==> src/rtl/itc_cell_pkg.sv <==
package itc_cell_pkg;

    localparam int CELL_DW   = 32;
    localparam int TAG_CNT_W = 5;

    typedef enum logic [1:0] {
        VIEW_SYNC   = 2'd0,
        VIEW_TRY    = 2'd1,
        VIEW_BYPASS = 2'd2,
        VIEW_CTRL   = 2'd3
    } view_e;

    // Status word returned by a control-view load
    typedef struct packed {
        logic [18:0]          rsvd_hi;
        logic [TAG_CNT_W-1:0] occ;
        logic [4:0]           rsvd_lo;
        logic                 is_fifo;
        logic                 full;
        logic                 empty;
    } tag_t;

    localparam int FLUSH_BIT = 0;

    function automatic tag_t make_tag(input logic [TAG_CNT_W-1:0] occ,
                                      input logic full, input logic empty);
        tag_t t;
        t         = '0;
        t.occ     = occ;
        t.is_fifo = 1'b1;
        t.full    = full;
        t.empty   = empty;
        return t;
    endfunction

endpackage

==> src/rtl/itc_ring.sv <==
module itc_ring #(
    parameter int DEPTH = 4,
    parameter int DW    = 32,
    localparam int AW   = $clog2(DEPTH),
    localparam int CW   = AW + 1
) (
    input  logic          clk,
    input  logic          rst,
    input  logic          push,
    input  logic          pop,
    input  logic          ovw,
    input  logic          flush,
    input  logic [DW-1:0] wdata,
    output logic [DW-1:0] head,
    output logic [CW-1:0] count
);

    logic [DW-1:0] mem [DEPTH];
    logic [CW-1:0] rd_ptr, wr_ptr;
    logic [AW-1:0] newest;

    assign newest = wr_ptr[AW-1:0] - AW'(1);
    assign count  = wr_ptr - rd_ptr;
    assign head   = mem[rd_ptr[AW-1:0]];

    always_ff @(posedge clk) begin
        if (rst) begin
            rd_ptr <= '0;
            wr_ptr <= '0;
        end else if (flush) begin
            rd_ptr <= wr_ptr;
        end else begin
            if (push) wr_ptr <= wr_ptr + CW'(1);
            if (pop)  rd_ptr <= rd_ptr + CW'(1);
        end
    end

    always_ff @(posedge clk) begin
        if (push && !flush)
            mem[wr_ptr[AW-1:0]] <= wdata;
        else if (ovw)
            mem[newest] <= wdata;
    end

endmodule

==> src/rtl/itc_park.sv <==
module itc_park #(
    parameter int NTHREADS = 4,
    parameter int DW       = 32,
    parameter int TID_W    = 2
) (
    input  logic                clk,
    input  logic                rst,
    input  logic                q_full,
    input  logic                q_empty,
    input  logic                set,
    input  logic [TID_W-1:0]    set_tid,
    input  logic                set_we,
    input  logic [DW-1:0]       set_data,
    input  logic                take,
    output logic [NTHREADS-1:0] blocked,
    output logic                cand_valid,
    output logic [TID_W-1:0]    cand_tid,
    output logic                cand_we,
    output logic [DW-1:0]       cand_data
);

    logic                slot_we   [NTHREADS];
    logic [DW-1:0]       slot_data [NTHREADS];
    logic [NTHREADS-1:0] eligible;

    for (genvar g = 0; g < NTHREADS; g++) begin : g_slot
        always_ff @(posedge clk) begin
            if (rst) begin
                blocked[g] <= 1'b0;
            end else if (set && set_tid == TID_W'(g)) begin
                blocked[g] <= 1'b1;
            end else if (take && cand_tid == TID_W'(g)) begin
                blocked[g] <= 1'b0;
            end
        end

        always_ff @(posedge clk) begin
            if (set && set_tid == TID_W'(g)) begin
                slot_we[g]   <= set_we;
                slot_data[g] <= set_data;
            end
        end

        assign eligible[g] = blocked[g] & (slot_we[g] ? !q_full : !q_empty);
    end

    // lowest thread number wins
    always_comb begin
        cand_valid = 1'b0;
        cand_tid   = '0;
        for (int i = NTHREADS - 1; i >= 0; i--) begin
            if (eligible[i]) begin
                cand_valid = 1'b1;
                cand_tid   = TID_W'(i);
            end
        end
    end

    assign cand_we   = slot_we[cand_tid];
    assign cand_data = slot_data[cand_tid];

endmodule

==> src/rtl/itc_fifo_cell.sv <==
module itc_fifo_cell
    import itc_cell_pkg::*;
#(
    parameter int DEPTH    = 4,
    parameter int NTHREADS = 4,
    localparam int TID_W   = (NTHREADS > 1) ? $clog2(NTHREADS) : 1,
    localparam int CW      = $clog2(DEPTH) + 1
) (
    input  logic                clk,
    input  logic                rst,
    input  logic                req_valid,
    input  logic [1:0]          req_view,
    input  logic [TID_W-1:0]    req_tid,
    input  logic                req_we,
    input  logic [31:0]         req_wdata,
    output logic                rsp_valid,
    output logic [TID_W-1:0]    rsp_tid,
    output logic [31:0]         rsp_rdata,
    output logic [NTHREADS-1:0] thr_ready
);

    view_e               view;
    logic [CW-1:0]       q_count;
    logic [CELL_DW-1:0]  q_head, q_wdata;
    logic                q_full, q_empty;
    logic                q_push, q_pop, q_ovw, q_flush;
    logic                pk_set, pk_take;
    logic [NTHREADS-1:0] pk_blocked;
    logic                pk_cand, pk_cand_we;
    logic [TID_W-1:0]    pk_cand_tid;
    logic [CELL_DW-1:0]  pk_cand_data;
    logic                nx_valid;
    logic [TID_W-1:0]    nx_tid;
    logic [CELL_DW-1:0]  nx_data;
    tag_t                tag;

    assign view    = view_e'(req_view);
    assign q_full  = (q_count == CW'(DEPTH));
    assign q_empty = (q_count == '0);
    assign tag     = make_tag(TAG_CNT_W'(q_count), q_full, q_empty);

    itc_ring #(.DEPTH(DEPTH), .DW(CELL_DW)) u_ring (
        .clk(clk), .rst(rst),
        .push(q_push), .pop(q_pop), .ovw(q_ovw), .flush(q_flush),
        .wdata(q_wdata), .head(q_head), .count(q_count)
    );

    itc_park #(.NTHREADS(NTHREADS), .DW(CELL_DW), .TID_W(TID_W)) u_park (
        .clk(clk), .rst(rst),
        .q_full(q_full), .q_empty(q_empty),
        .set(pk_set), .set_tid(req_tid), .set_we(req_we), .set_data(req_wdata),
        .take(pk_take), .blocked(pk_blocked),
        .cand_valid(pk_cand), .cand_tid(pk_cand_tid),
        .cand_we(pk_cand_we), .cand_data(pk_cand_data)
    );

    always_comb begin
        q_push   = 1'b0;
        q_pop    = 1'b0;
        q_ovw    = 1'b0;
        q_flush  = 1'b0;
        q_wdata  = req_wdata;
        pk_set   = 1'b0;
        pk_take  = 1'b0;
        nx_valid = 1'b0;
        nx_tid   = req_tid;
        nx_data  = '0;
        if (req_valid) begin
            unique case (view)
                VIEW_SYNC: begin
                    if (req_we) begin
                        if (q_full) pk_set = 1'b1;
                        else begin
                            q_push   = 1'b1;
                            nx_valid = 1'b1;
                        end
                    end else begin
                        if (q_empty) pk_set = 1'b1;
                        else begin
                            q_pop    = 1'b1;
                            nx_valid = 1'b1;
                            nx_data  = q_head;
                        end
                    end
                end
                VIEW_TRY: begin
                    nx_valid = 1'b1;
                    if (req_we) q_push = !q_full;
                    else begin
                        q_pop   = !q_empty;
                        nx_data = q_empty ? '0 : q_head;
                    end
                end
                VIEW_BYPASS: begin
                    nx_valid = 1'b1;
                    if (req_we) q_ovw = !q_empty;
                    else nx_data = q_empty ? '0 : q_head;
                end
                VIEW_CTRL: begin
                    nx_valid = 1'b1;
                    if (req_we) q_flush = req_wdata[FLUSH_BIT];
                    else nx_data = tag;
                end
            endcase
        end else if (pk_cand) begin
            pk_take  = 1'b1;
            nx_valid = 1'b1;
            nx_tid   = pk_cand_tid;
            if (pk_cand_we) begin
                q_push  = 1'b1;
                q_wdata = pk_cand_data;
            end else begin
                q_pop   = 1'b1;
                nx_data = q_head;
            end
        end
    end

    always_ff @(posedge clk) begin
        if (rst) begin
            rsp_valid <= 1'b0;
            rsp_tid   <= '0;
            rsp_rdata <= '0;
        end else begin
            rsp_valid <= nx_valid;
            rsp_tid   <= nx_tid;
            rsp_rdata <= nx_data;
        end
    end

    assign thr_ready = ~pk_blocked;

endmodule

==> config.mk <==
export PLATFORM = sky130hd
export DESIGN_NAME = itc_fifo_cell
export DESIGN_NICKNAME = d
export VERILOG_FILES = /design/src/rtl/itc_cell_pkg.sv /design/src/rtl/itc_ring.sv /design/src/rtl/itc_park.sv /design/src/rtl/itc_fifo_cell.sv
export SDC_FILE = /design/constraint.sdc
export NUM_CORES = 1
export LEC_CHECK = 0
export BUFFER_PORTS_ARGS = -buffer_cell sky130_fd_sc_hd__clkbuf_2
export CAP_MARGIN = 20
export CORE_MARGIN = 1
export CORE_UTILIZATION = 55
export DETAILED_ROUTE_END_ITERATION = 10
export PLACE_DENSITY = 0.73
export SLEW_MARGIN = 40
export SYNTH_ARGS = -nofsm -noshare
export SYNTH_HDL_FRONTEND = slang
export SYNTH_HIERARCHICAL = 1
export SYNTH_SLANG_ARGS = --single-unit
==> constraint.sdc <==
create_clock -name clk -period 8.8 [get_ports clk]
set_input_delay 0 -clock clk [delete_from_list [all_inputs] [get_ports clk]]
set_output_delay 0 -clock clk [all_outputs]
set_load 0.005 [all_outputs]
==> flow_metrics.env, run 1 <==
export IMPL_status="finished, final reports clean"
export IMPL_crit_cells=17
export IMPL_rows=54
export IMPL_synth_common_cells="edfxtp_1 (260), dfxtp_1 (47), o21ai_0 (35), o2bb2ai_1 (35), and3_1 (34)"
export IMPL_reg2reg_to="u_ring/mem[2][5]"
export IMPL_p_total_uw=3040
export IMPL_die_h_um=151
export IMPL_crit_path_start_kind="flip-flop"
export IMPL_cts_resized=0
export IMPL_grt_pass1_wl_um=38400
export IMPL_cts_buffers=30
export IMPL_gp_congestion=0.843
export IMPL_synth_seq_area_share_pct=71.8
export IMPL_core_region_area_sq_um=21800
export IMPL_synthCells=700
export IMPL_drc=0
export IMPL_hold_start="rst"
export IMPL_syn_area_sq_um=12200
export IMPL_peakVddDrop_mv=0.171
export IMPL_pre_cts_ws_ps=2840
export IMPL_wirelength_um=25500
export IMPL_clk_pin_slew_ps=60
export IMPL_cp_end_kind="flip-flop"
export IMPL_drt_iter0_drc=775
export IMPL_ys_flop_type="edfxtp_1"
export IMPL_maxCapViolCount=0
export IMPL_critPathBufInv=3
export IMPL_portBuffers=78
export IMPL_crit_family="simple AND/OR/NAND/NOR gates"
export IMPL_critical_path_class="flip-flop to flip-flop"
export IMPL_gr_total_overflow=0
export IMPL_worstHoldPathCells=2
export IMPL_synth_most_common_cell="edfxtp_1"
export IMPL_synthTopCellsByArea="edfxtp_1 (64%), dfxtp_1 (7.7%), mux4_2 (5.5%)"
export IMPL_post_drt_wl_per_cell_um=22.8
export IMPL_slowest_delay_ps=520
export IMPL_detail_route_antenna_nets=0
export IMPL_cp_slowest_cell="dfxtp_1"
export IMPL_yosys_cell_types_count=57
export IMPL_path_cells="inv_1, ha_1, fa_1, xnor2_1, xnor2_1, or3_4, inv_1, mux2i_1, nand2_2, nand3_1, nor2b_1, nand2_4, o31ai_1, nor2b_2, nand3_1, o31ai_4, buf_4"
export IMPL_finalHoldViolCount=0
export IMPL_io_pins=79
export IMPL_worstPathRequired_ps=8990
export IMPL_ys_seq_elements=307
export IMPL_die_area_sq_um=22700
export IMPL_avgSynthCellArea_sq_um=17.4
export IMPL_ys_warn_count=6
export IMPL_synth_edf_count=260
export IMPL_reg2reg_from="u_ring/wr_ptr[0]"
export IMPL_clock_latency_ps=550
export IMPL_avgViaCountPerCell=6.18
export IMPL_root_buffer="clkbuf_16"
export IMPL_fin_crit_sh_pct=67.8
export IMPL_max_slew_margin_pct=45.5
export IMPL_die_x_um=151
export IMPL_setup_violations=0
export IMPL_antenna_found_initial=0
export IMPL_grt_pass1_vias=6896
export IMPL_leakagePower_uw=0.00482
export IMPL_hold_path_class="input port to flip-flop"
export IMPL_synth_async_reset_ratio_pct=0
export IMPL_cp_max_fo=34
export IMPL_n_antenna_cell=0
export IMPL_rsz0062_at_grt="false"
export IMPL_layout_setup_ws_ps=2840
export IMPL_skew_ps=11.3
export IMPL_max_slew_worst_pin_slew_ps=814
export IMPL_fin_nets=860
export IMPL_num_vias=6926
export IMPL_r2r_cells=17
export IMPL_min_to="u_ring/wr_ptr[2]"
export IMPL_fmaxAchievable_mhz=168
export IMPL_syn_num_nets=744
export IMPL_final_max_slew_viol_count=0
export IMPL_tns_ps=0
export IMPL_cts_tree="done"
export IMPL_cts_sinks=307
export IMPL_clockBufferDepth=3
export IMPL_grt_max_degree=47
export IMPL_synth_top_area_share_pct=64.1
export IMPL_post_cts_buffers=0
export IMPL_synthToLayoutAreaGrowth_pct=15.9
export IMPL_layout_drive_gt1_share_pct=25.0
export IMPL_htree_levels=1
export IMPL_grt_use_total_pct=23.1
export IMPL_dpl_hpwl_um=15000
export IMPL_rrSetupSlack_ps=2840
export IMPL_synth_largest_area_cell="edfxtp_1"
export IMPL_arrival_ps=6150
export IMPL_p_per_area_nw_per_um2=215
export IMPL_finalCriticalPeriod_ps=5960
export IMPL_first_pass_iters=5
export IMPL_start_util_pct=56.0
-- through the flow --
stage	utilization (%)	hold slack (ps)	instances	cell area, sq um
finish	64.9	51.8	1120	14100
global route	64.9	73.3	1120	14100
CTS	64.9	35.4	1120	14100
detailed placement	58.8	243	1027	12800
global placement	58.6	237	1026	12700
floorplan	-	69.1	700	12200
-- layer usage --
| metal | vias up | part of all wire, % | track usage [%] |
|---|---|---|---|
| li1 | 3059 | - | - |
| met1 | 3502 | 41 | 31.8 |
| met2 | 313 | 49 | 37.6 |
| met3 | 52 | 7.5 | 3.83 |
| met4 | 0 | 2.7 | 8.00 |
| met5 | - | 0 | 0 |
-- power breakdown --
group	switching (uW)	internal (uW)	leakage [uW]	total, uW
sequential	8.04	1600	0.00273	1610
clock	503	730	0.000466	1230
combinational	119	78.5	0.00163	197
-- area by class of cell --
cell class                 instances  area [sq um]
tap                              280           350
inverter                          11          41.3
sequential                       307          8750
fill                            1502          7630
multi-input combinational        336          3140
clock buffer                      47           866
timing repair buffer             130           883
clock inverter                     9          95.1
-- flip-flops by register name, summed over array words and instances, names as in the netlist, named ones only --
signal,flops
u_ring/wr_ptr,3
rsp_tid,2
rsp_rdata,32
u_ring/rd_ptr,3
u_park/slot_data,128
u_park/blocked,4
rsp_valid,1
u_ring/mem,128
u_park/slot_we,4
-- cell families after synthesis --
group | count (synthesis) | synth area share (%)
AO/OA/AOI/OAI | 128 | 8.01
adder cells (fa/ha/maj) | 4 | 0.473
AND/OR/NAND/NOR | 128 | 6.85
multiplexers | 70 | 9.43
buffers and inverters | 57 | 2.99
XOR/XNOR | 6 | 0.431
flip-flops | 307 | 71.8
-- worst max path at each step --
stage | start | end | slack (ps)
2_1_floorplan | u_ring/wr_ptr[0] | u_ring/mem[2][0] | 2090
3_3_place_gp | u_ring/wr_ptr[0] | u_ring/mem[3][14] | 2530
3_5_place_dp | u_ring/wr_ptr[0] | u_ring/mem[2][7] | 2840
4_1_cts | u_ring/wr_ptr[0] | u_ring/mem[2][5] | 2720
5_1_grt | u_ring/wr_ptr[0] | u_ring/mem[2][8] | 2600
6_report | u_ring/wr_ptr[0] | u_ring/mem[2][5] | 2840
-- cell usage in the layout (no fill, tap or decap), drive strengths merged, types with 3 or more instances in the layout --
cell type    count
edfxtp         260
clkbuf         125
dfxtp           47
dlygate4sd3     37
o2bb2ai         35
o21ai           35
and3            34
a311oi          33
mux4            32
mux2            32
nor3b           29
buf             15
nor2            14
nand2           12
inv             11
nand3            9
nand2b           6
a21oi            6
mux2i            6
clkinv           6
nor2b            5
o31ai            5
xnor2            4
a211oi           4
nor3             4
and2             4
ha               3
-- timing repair --
action                                  in CTS  in global routing
hold endpoints to repair                   272                  0
endpoints found under the setup margin       0                  0
hold buffers                                37                  0
Note: power is estimated with default switching activity, not from simulation.
==> inputs of run 2 (changes only) <==
--- a/config.mk
+++ b/config.mk
@@ -5,12 +5,13 @@
 export SDC_FILE = /design/constraint.sdc
 export NUM_CORES = 1
 export LEC_CHECK = 0
+export ABC_AREA = 1
 export BUFFER_PORTS_ARGS = -buffer_cell sky130_fd_sc_hd__clkbuf_2
 export CAP_MARGIN = 20
 export CORE_MARGIN = 1
 export CORE_UTILIZATION = 55
 export DETAILED_ROUTE_END_ITERATION = 10
-export PLACE_DENSITY = 0.73
+export PLACE_DENSITY = 0.76
 export SLEW_MARGIN = 40
 export SYNTH_ARGS = -nofsm -noshare
 export SYNTH_HDL_FRONTEND = slang
==> constraint.sdc (replaced) <==
create_clock -name clk -period 5.3 [get_ports clk]
set_input_delay 0 -clock clk [delete_from_list [all_inputs] [get_ports clk]]
set_output_delay 0 -clock clk [all_outputs]
set_load 0.005 [all_outputs]
==> flow_metrics.env, run 2 <==
export IMPL_yosys_cell_types_count=32
export IMPL_start_util_pct=56.0
export IMPL_worstPathRequired_ps=5500
export IMPL_root_buffer="clkbuf_16"
export IMPL_r2r_cells=22
export IMPL_post_cts_buffers=0
export IMPL_cts_sinks=307
export IMPL_final_max_slew_viol_count=0
export IMPL_grt_pass1_vias=7807
export IMPL_die_h_um=154
export IMPL_fin_nets=1203
export IMPL_synth_largest_area_cell="edfxtp_1"
export IMPL_avgSynthCellArea_sq_um=12.1
export IMPL_finalCriticalPeriod_ps=4470
export IMPL_final_common_cell="edfxtp_1"
export IMPL_die_x_um=154
export IMPL_die_area_sq_um=23700
export IMPL_fin_crit_sh_pct=84.3
export IMPL_synthCells=1045
export IMPL_setup_violations=0
export IMPL_stdcell_area_sq_um=14500
export IMPL_tns_ps=0
export IMPL_grt_use_total_pct=22.0
export IMPL_crit_path_start_kind="flip-flop"
export IMPL_top_regs="u_park/slot_data x128, u_ring/mem x128, rsp_rdata x32"
export IMPL_arrival_ps=4670
export IMPL_crit_path_start="u_ring/wr_ptr[0]"
export IMPL_synth_most_common_cell="edfxtp_1"
export IMPL_leakagePower_uw=0.00554
export IMPL_n_antenna_cell=0
export IMPL_clockBufferDepth=3
export IMPL_synth_seq_area_share_pct=69.0
export IMPL_gp_congestion=0.898
export IMPL_multiInputGateArea_sq_um=3150
export IMPL_core_region_area_sq_um=22600
export IMPL_ys_warn_count=6
export IMPL_gr_total_overflow=0
export IMPL_rrSetupSlack_ps=830
export IMPL_reg2reg_to="u_ring/mem[2][21]"
export IMPL_layout_common_cells="edfxtp_1 (260), nand2_1 (222), inv_1 (102), nand3_1 (84), clkbuf_2 (78)"
export IMPL_post_drt_wl_per_cell_um=17.4
export IMPL_maxCapViolCount=0
export IMPL_placed_cell_area_sq_um=13200
export IMPL_critPathBufInv=7
export IMPL_synth_async_reset_ratio_pct=0
export IMPL_num_vias=8045
export IMPL_cp_slowest_cell="inv_2"
export IMPL_finalHoldViolCount=0
export IMPL_detail_route_antenna_nets=0
export IMPL_syn_area_sq_um=12700
export IMPL_skew_ps=9.42
export IMPL_crit_end="u_ring/mem[2][21]"
export IMPL_antenna_found_initial=0
export IMPL_layout_drive_gt1_share_pct=17.2
export IMPL_max_slew_margin_pct=53.9
export IMPL_clk_pin_slew_ps=60
export IMPL_syn_num_nets=1089
export IMPL_critical_path_class="flip-flop to flip-flop"
export IMPL_groute_layer_met3_usage_pct=3.30
export IMPL_fmaxAchievable_mhz=224
export IMPL_rsz0062_at_grt="false"
export IMPL_peakVddDrop_mv=0.309
export IMPL_cts_tree="done"
export IMPL_drc=0
export IMPL_htree_levels=1
export IMPL_crit_family="simple AND/OR/NAND/NOR gates"
export IMPL_gr_usage_met2_pct=36.5
export IMPL_synthToLayoutAreaGrowth_pct=14.6
export IMPL_grt_pass1_wl_um=40300
export IMPL_clock_latency_ps=550
export IMPL_busiest_layer="met2"
export IMPL_avgViaCountPerCell=5.48
export IMPL_io_pins=79
export IMPL_slowest_delay_ps=500
export IMPL_first_pass_iters=4
export IMPL_p_per_area_nw_per_um2=343
export IMPL_cp_max_fo=34
export IMPL_status="finished, final reports clean"
export IMPL_dpl_hpwl_um=15400
export IMPL_portBuffers=78
export IMPL_crit_cells=22
export IMPL_synth_top_area_share_pct=61.6
export IMPL_met1_usage_pct=29.8
export IMPL_path_cells="inv_1, ha_1, fa_1, inv_1, nor2_1, nand2_2, inv_1, nand2_1, nand3_2, nand2_2, inv_2, nand3_1, nand4_1, nand2_4, o21ai_0, inv_1, nor2_1, nand2_1, nand2_1, inv_1, nor2_2, buf_4"
export IMPL_grt_max_degree=67
export IMPL_p_total_uw=4990
export IMPL_nFillCells=1646
export IMPL_synthTopCellsByArea="edfxtp_1 (62%), dfxtp_1 (7.4%), nand2_1 (6.6%)"
export IMPL_max_slew_worst_pin_slew_ps=691
export IMPL_wirelength_um=25500
export IMPL_synth_edf_count=260
export IMPL_synth_common_cells="edfxtp_1 (260), nand2_1 (222), inv_1 (103)"
export IMPL_path_common_cell="inv_1"
export IMPL_reg2reg_from="u_ring/wr_ptr[0]"
export IMPL_ys_seq_elements=307
export IMPL_drt_iter0_drc=735
export IMPL_ys_flop_type="edfxtp_1"
export IMPL_seq_area_sq_um=8750
export IMPL_cts_buffers=30
export IMPL_cp_end_kind="flip-flop"
export IMPL_hold_path_class="input port to flip-flop"
export IMPL_rows=55
==> run 2: cells by family after synthesis <==
| group | after synthesis | synth area share (%) |
|---|---|---|
| muxes | 31 | 3.55 |
| DFF | 307 | 69.0 |
| xor gates and xnor gates | 1 | 0.0691 |
| AOI/OAI and AO/OA | 140 | 6.16 |
| buffers and inverters | 164 | 6.44 |
| and+or+nand+nor | 398 | 14.3 |
| adders and majority gates | 4 | 0.454 |
==> run 2: report_power, final <==
part	total [uW]	leakage (uW)	switching (uW)	internal, uW
Sequential	2700	0.00273	21.1	2680
Clock	1990	0.000442	849	1140
Combinational	304	0.00237	198	107
==> run 2: timing repair <==
| action | 4_1_cts | 5_1_grt |
|---|---|---|
| hold endpoints to repair | 274 | 0 |
| hold buffers | 39 | 0 |
| gates resized for setup | 0 | 0 |
==> run 2: stage by stage <==
step	cells	hold slack (ps)	setup WS (ps)	util [%]
4_1_cts	1468	193	883	64.2
3_5_place_dp	1373	244	891	58.4
5_1_grt	1468	224	463	64.2
2_1_floorplan	1045	69.1	381	-
3_3_place_gp	1372	238	1010	58.3
6_report	1468	228	829	64.2
==> run 2: layer usage <==
| metal | wire length, um | up-vias |
|---|---|---|
| li1 | - | 3870 |
| met1 | 10800 | 3847 |
| met2 | 12500 | 286 |
| met3 | 1690 | 42 |
| met4 | 503 | 0 |
| met5 | 0 | - |
==> run 2: worst reg2reg max path, stage by stage (launching register included) <==
cell and delay (ps):
dfxtp_1 390, inv_1 100, ha_1 190, fa_1 490
inv_1 50, nor2_1 140, nand2_2 90, inv_1 210
nand2_1 100, nand3_2 110, nand2_2 90, inv_2 510
nand3_1 140, nand4_1 240, nand2_4 80, o21ai_0 200
inv_1 80, nor2_1 170, nand2_1 100, nand2_1 80
inv_1 70, nor2_2 80, buf_4 400
==> run 2: worst min path at each step <==
| stage | startpoint | to | slack, ps | cells after the start |
|---|---|---|---|---|
| final | req_wdata[8] | u_park/slot_data[2][8] | 230 | 2 |
| after CTS | req_wdata[7] | u_park/slot_data[1][7] | 190 | 2 |
| after global routing | req_wdata[4] | u_park/slot_data[3][4] | 220 | 2 |
| after global placement | req_wdata[12] | u_park/slot_data[2][12] | 240 | 1 |
| after floorplan | rst | rsp_rdata[0] | 70 | 1 |
| after detailed placement | req_wdata[12] | u_park/slot_data[1][12] | 240 | 1 |
==> run 2: cell type report <==
class / count / share of cell area (%)
multi-input cells: 574 / 21.7
flip-flops and latches: 307 / 60.2
repair buffers: 133 / 6.28
clock inverters: 10 / 0.594
well taps: 285 / 2.45
clock buffers: 46 / 5.79
inverters: 113 / 2.95
